## config.mk

```make
export PLATFORM = sky130hd
export DESIGN_NAME = ilas_cfg_store
export DESIGN_NICKNAME = d
export VERILOG_FILES = /design/src/rtl/ilas_pkg.sv /design/src/rtl/ilas_cfg_store.sv
export SDC_FILE = /design/constraint.sdc
export NUM_CORES = 1
export LEC_CHECK = 0
export BUFFER_PORTS_ARGS = -buffer_cell sky130_fd_sc_hd__buf_2
export CAP_MARGIN = 20
export CORE_MARGIN = 2
export CORE_UTILIZATION = 35
export DETAILED_ROUTE_END_ITERATION = 6
export GPL_TIMING_DRIVEN = 1
export PLACE_DENSITY_LB_ADDON = 0.08
export SKIP_LAST_GASP = 1
export SLEW_MARGIN = 20
export SYNTH_ARGS = -nofsm -noshare
export SYNTH_HDL_FRONTEND = slang
export SYNTH_SLANG_ARGS = --single-unit
```

## constraint.sdc

```tcl
create_clock -name clk -period 2.4 [get_ports clk]
set_input_delay 0.72 -clock clk [delete_from_list [all_inputs] [get_ports clk]]
set_output_delay 0.72 -clock clk [all_outputs]
set_load 0.1 [all_outputs]
```

## src/rtl/ilas_pkg.sv

```systemverilog
package ilas_pkg;

  localparam logic [7:0] CH_COMMA    = 8'hBC;
  localparam logic [7:0] CH_MF_START = 8'h1C;
  localparam logic [7:0] CH_MF_END   = 8'h7C;
  localparam logic [7:0] CH_CFG_OPEN = 8'h9C;

  // configuration record layout
  localparam int CFG_OCTETS    = 10;
  localparam int CFG_MF        = 1;   // zero-based multiframe holding the record
  localparam int CFG_FIRST_POS = 2;   // position of octet 0 inside that multiframe
  localparam int IDX_LANE_ID   = 2;
  localparam int IDX_LANES     = 3;
  localparam int IDX_FOCT      = 4;
  localparam int IDX_KFR       = 5;
  localparam int IDX_CONV      = 6;

  typedef enum logic [1:0] {ST_SEARCH, ST_RUN, ST_DONE} trk_state_e;
  typedef enum logic [1:0] {SLOT_START, SLOT_END, SLOT_OPEN, SLOT_DATA} slot_e;

  function automatic int mf_octets(int frames, int octets);
    return frames * octets;
  endfunction

  function automatic logic cfg_differs(logic [7:0] oct_l, logic [7:0] oct_f,
                                       logic [7:0] oct_k, logic [7:0] oct_m,
                                       int lanes, int foct, int kfr, int conv);
    return (oct_l[4:0] != 5'(lanes - 1)) || (oct_f != 8'(foct - 1)) ||
           (oct_k[4:0] != 5'(kfr - 1))   || (oct_m != 8'(conv - 1));
  endfunction

endpackage

```

## src/rtl/ilas_cfg_store.sv

```systemverilog
// Holds the configuration record and compares it with the build parameters.
module ilas_cfg_store
  import ilas_pkg::*;
#(
  parameter int FRAME_OCTETS = 6,
  parameter int MF_FRAMES    = 3,
  parameter int LANE_COUNT   = 2,
  parameter int CONV_COUNT   = 2,
  parameter int IDX_W        = 4
) (
  input  logic                    clk,
  input  logic                    rst,
  input  logic                    clear,
  input  logic                    wr_en,
  input  logic [IDX_W-1:0]        wr_idx,
  input  logic [7:0]              wr_data,
  output logic [8*CFG_OCTETS-1:0] cfg_flat,
  output logic                    valid,
  output logic                    mismatch,
  output logic [4:0]              lane_id,
  output logic                    scramble
);
  logic [7:0] cfg_q [CFG_OCTETS];
  logic       last_write;

  assign last_write = wr_en && (wr_idx == IDX_W'(CFG_OCTETS - 1));

  always_ff @(posedge clk) begin
    if (rst) begin
      for (int i = 0; i < CFG_OCTETS; i++) cfg_q[i] <= '0;
      valid <= 1'b0;
    end else begin
      for (int i = 0; i < CFG_OCTETS; i++)
        if (wr_en && wr_idx == IDX_W'(i)) cfg_q[i] <= wr_data;
      if (clear)           valid <= 1'b0;
      else if (last_write) valid <= 1'b1;
    end
  end

  for (genvar g = 0; g < CFG_OCTETS; g++) begin : g_flat
    assign cfg_flat[8*g +: 8] = cfg_q[g];
  end

  assign mismatch = valid && cfg_differs(cfg_q[IDX_LANES], cfg_q[IDX_FOCT], cfg_q[IDX_KFR],
                                         cfg_q[IDX_CONV], LANE_COUNT, FRAME_OCTETS,
                                         MF_FRAMES, CONV_COUNT);
  assign lane_id  = cfg_q[IDX_LANE_ID][4:0];
  assign scramble = cfg_q[IDX_LANES][7];
endmodule

```

# --- Word level (Yosys, flattened, before mapping) ---
# Memories as Yosys holds them, arrays and structs flattened.
# Index checks and enable logic that the tools add are counted.
word_totals:
  out_inout_bits: 88
  input_bits: 16
  memories: 1
  elab_cells: 83
  reg_bits: 1
  mem_bits_rw: 80
op_classes:
  bitwise_logic: 10
  n_reduce_logical: 16
  muxes: 42
  n_eq_ne: 13
mem_list:
  columns: ["memory", "depth", "word_bits", "rd", "rd_clocked_by_memory_dff", "wr", "line_no", "text"]
  rows:
  - ["cfg_q", 10, 8, 10, 0, 10, "ilas_cfg_store.sv:23", "logic [7:0] cfg_q [CFG_OCTETS];"]
ops:
  columns: ["operator", "n"]
  rows:
  - ["8-bit two-way mux", 10]
  - ["1-bit two-way mux", 32]
  - ["4-bit by 3-bit equality test with 1-bit output, second input constant", 4]
  - ["1-bit logical AND", 11]
  - ["1-bit OR", 10]
  - ["4-bit by 2-bit equality test with 1-bit output, second input constant", 2]
  - ["4-bit equality test, second input constant", 2]
  - ["8-bit by 1-bit inequality test with 1-bit output, second input constant", 1]
  - ["8-bit by 3-bit inequality test with 1-bit output, second input constant", 1]
  - ["5-bit by 1-bit inequality test with 1-bit output, second input constant", 1]
  - ["5-bit by 2-bit inequality test with 1-bit output, second input constant", 1]
  - ["4-bit by 1-bit equality test with 1-bit output, second input constant", 1]
  - ["4-bit zero test", 1]
  - ["1-bit logical OR", 3]
  - ["2-bit OR reduction", 1]

# --- Logic depth before layout (Yosys ltp) ---
depth:
  ltp_word: 6
  mapped_depth: 4
  depth_no_buf: 3

# --- Worst setup path before layout ---
# No wires, ideal clock.
synth_timing:
  kind: "flip-flop to output port"
  startpoint: "memory cfg_q[3][2], in the netlist cfg_q[1][10]"
  endpoint: "output port mismatch"
  slack_ps: -260
  arrival_time_ps: 1940
  path_buffers: 0
  stages_incl_launch_ff: 4
  path_cell_list: "edfxtp_1 nor4_1 nand4_1 o21a_1"
synth_rtl:
  columns: ["element", "line_no", "text"]
  rows:
  - ["from (decl)", "ilas_cfg_store.sv:23", null]
  - ["to (decl)", "ilas_cfg_store.sv:19", "output logic mismatch,"]

==> key figures <==
Outcome
  – Status: finished, final reports clean

Hold path
  – Hold Path Class: reg2reg
  – Hold Path Stages: 1
  – Worst hold start: valid$_SDFFE_PP0P_
  – Hold Path End: valid$_SDFFE_PP0P_

Synth
  – Post-Syn Nets: 233
  – Yosys cell types: 25
  – Synth Warn #: 0
  – Mapped Area: 0.00328 mm²
  – Sequential fraction of the synthesis area: 73.9%
  – Synth Register Bits: 81
  – Mapped Avg Cell Area: 15.1 µm²
  – Syn Inst Count: 217

Critical path
  – Worst reg2reg setup slack: 1.76 ns
  – R2r endpoint: valid$_SDFFE_PP0P_
  – CP Launch Type: flop
  – FF-to-FF Start: valid$_SDFFE_PP0P_
  – Setup crit end kind: output port
  – Largest stage delay, worst path: 0.42 ns
  – Slowest cell on crit path: edfxtp_1
  – WP buf/inv: 1
  – Crit path DAT: 1.67 ns
  – Critical path class: reg2out
  – Reg2Reg Depth: 1
  – Worst path depth: 4
  – Required @ worst endpoint: 1.68 ns
  – Crit path cell chain: nor4_2 > nand4_1 > o21a_4 > buf_12
  – CP top delay family: simple AND/OR/NAND/NOR gates
  – Crit path max fanout: 2

GRT
  – Vias in the first global route: 2046
  – Initial antenna violation count: 0
  – Largest net degree at the start of global routing: 14
  – Total grt overflow: 0
  – Aggregate global-route resource usage: 16.3%
  – First-pass GRT wire length: 11.8 mm

Route
  – Post-route ant nets: 0
  – TritonRoute pass-1 iters: 4
  – DR DRC count: 0
  – Via Count: 2099
  – Routed vias/inst: 4.71
  – Iteration-0 DRC Markers: 102
  – Wire per inst: 17.7 µm
  – DRT Wirelength: 7.91 mm

Job
  – MaxCap Viol Count: 0

Power and ir drop
  – Leakage power: 1.63 nW
  – Total Power: 3.41 mW
  – Pwr/cell area: 820 mW/mm²
  – IR drop worst, VDD: 0.000313 V

Die
  – Rows: 35
  – Top Ports: 104
  – CORE AREA: 0.00915 mm²
  – Die Span Y: 101 µm
  – DIE AREA: 0.0102 mm²
  – Die X: 101 µm
  – Starting density of the core: 35.8%

Clocking
  – Clock root buffer: clkbuf_8
  – Clk pin slew, worst setup/hold paths: 0.07 ns
  – Clock latency on the worst-skew pair: 0.34 ns
  – Max Root-Sink Buffers: 2
  – CTS tree: built
  – Post-CTS Setup Bufs: 0
  – H-Tree Depth: 3
  – CTS sink cnt: 81
  – CTS hold repair buffers: 0
  – Number of CTS-inserted buffers: 9

Cells and area
  – Fin area: 0.00416 mm²
  – Final nets: 346
  – Share of cells above drive strength 1: 40.3%
  – Commonest non-fill, non-tap cell in the layout: buf_2
  – Most frequent cells in the layout: buf_2, and2_1, edfxtp_1, clkbuf_8
  – Filler cell count: 868
  – Area grow syn2layout: 27.0%
  – Final core utilization: 45.5%
  – N_diodes: 0
  – Post-route insts no fill: 446

STA
  – RSZ-0062 raised after global routing: true
  – Max-slew violations: 0
  – Slew headroom: 48.7%
  – Worst Skew: 0 ns
  – Final Hold Viols: 0
  – Crit share post-route: 99.4%
  – Setup-failing EPs final: 0
  – Worst-margin pin slew: 0.764 ns
  – Final min period: 2.39 ns
  – Fmax: 0.419 GHz
  – Min Hold Slack: 0.575 ns

Place
  – I/O Buffers: 103
  – Placed insts: 430
  – Placement Cell Area: 0.00394 mm²
  – Routability congestion estimate: 0.723
  – HPWL Detailed: 5.32 mm
[routing by layer]
metal  share of wire, %  track usage, %  up-vias
li1                   -               -      996
met1                 43            20.9     1023
met2                 49            26.0       69
met3                6.5            4.92       11
met4                1.6            6.32        0
met5                  0               0        -
[repair_timing]
item                       CTS  global route
setup endpoints to repair    1             1
gates resized for setup      5             6
pin swaps                    3             4
hold endpoints to repair     0             0
[cell type report]
cell class,count,area [µm²],area share (%)
multi-input cells,127,850,20.4
clock buffers,12,135,3.25
inverters,1,3.75,0.0902
well taps,111,139,3.34
clock inverters,4,30.0,0.721
flip-flops and latches,81,2420,58.2
repair buffers,110,583,14.0
[cells by family (layout without fill, tap and decap cells)]
family	after synthesis	in the layout	synth area share, %
AOI/OAI and AO/OA	8	8	1.53
buffers and inverters	9	127	1.79
DFF	81	81	73.9
and+or+nand+nor	119	119	22.8
[registers in the layout, summed over array words and instances (netlist names)]
| name | count |
|---|---|
| cfg_q | 80 |
| valid | 1 |
[per-stage QoR]
stage               setup WS [ns]  TNS [ns]
finish                     0.0150         0
global route              -0.0490   -0.0490
CTS                       -0.0308   -0.0308
detailed placement          0.145         0
global placement            0.130         0
floorplan                 -0.0325   -0.0325
[where the power goes]
part | internal (mW) | leakage, nW | switching [mW]
Combinational | 0.0935 | 0.786 | 0.784
Sequential | 1.64 | 0.774 | 0.0325
Clock | 0.377 | 0.0688 | 0.490
Total | 2.11 | 1.63 | 1.31
[Yosys cell counts (all sizes together)]
cell	instances	area share, %
nand4bb	1	0.34
and3	1	0.19
nand2	6	0.69
or4b	1	0.42
dfxtp	1	0.61
nor4b	3	0.80
nand4	1	0.19
and2	80	15
edfxtp	80	73
nand3b	3	0.69
nand2b	3	0.57
o31ai	2	0.46
nor4	2	0.38
nor3	3	0.80
o21a	2	0.46
nor3b	2	0.46
clkinv	1	0.11
nor4bb	1	0.31
nand3	2	0.31
o21ai	4	0.61
nor2	10	1.4
buf	8	1.7
[worst max path at each step]
stage	from	slack (ns)	to
6_report	cfg_q[1][10]$_SDFFCE_PN0P_	0.01	mismatch
5_1_grt	cfg_q[1][10]$_SDFFCE_PN0P_	-0.05	mismatch
4_1_cts	cfg_q[3][7]$_SDFFCE_PN0P_	-0.03	mismatch
3_5_place_dp	cfg_q[3][5]$_SDFFCE_PN0P_	0.15	mismatch
3_3_place_gp	cfg_q[3][5]$_SDFFCE_PN0P_	0.13	mismatch
2_1_floorplan	cfg_q[2][0]$_SDFFCE_PN0P_	-0.03	mismatch
Power figures use the tool's default switching activity.
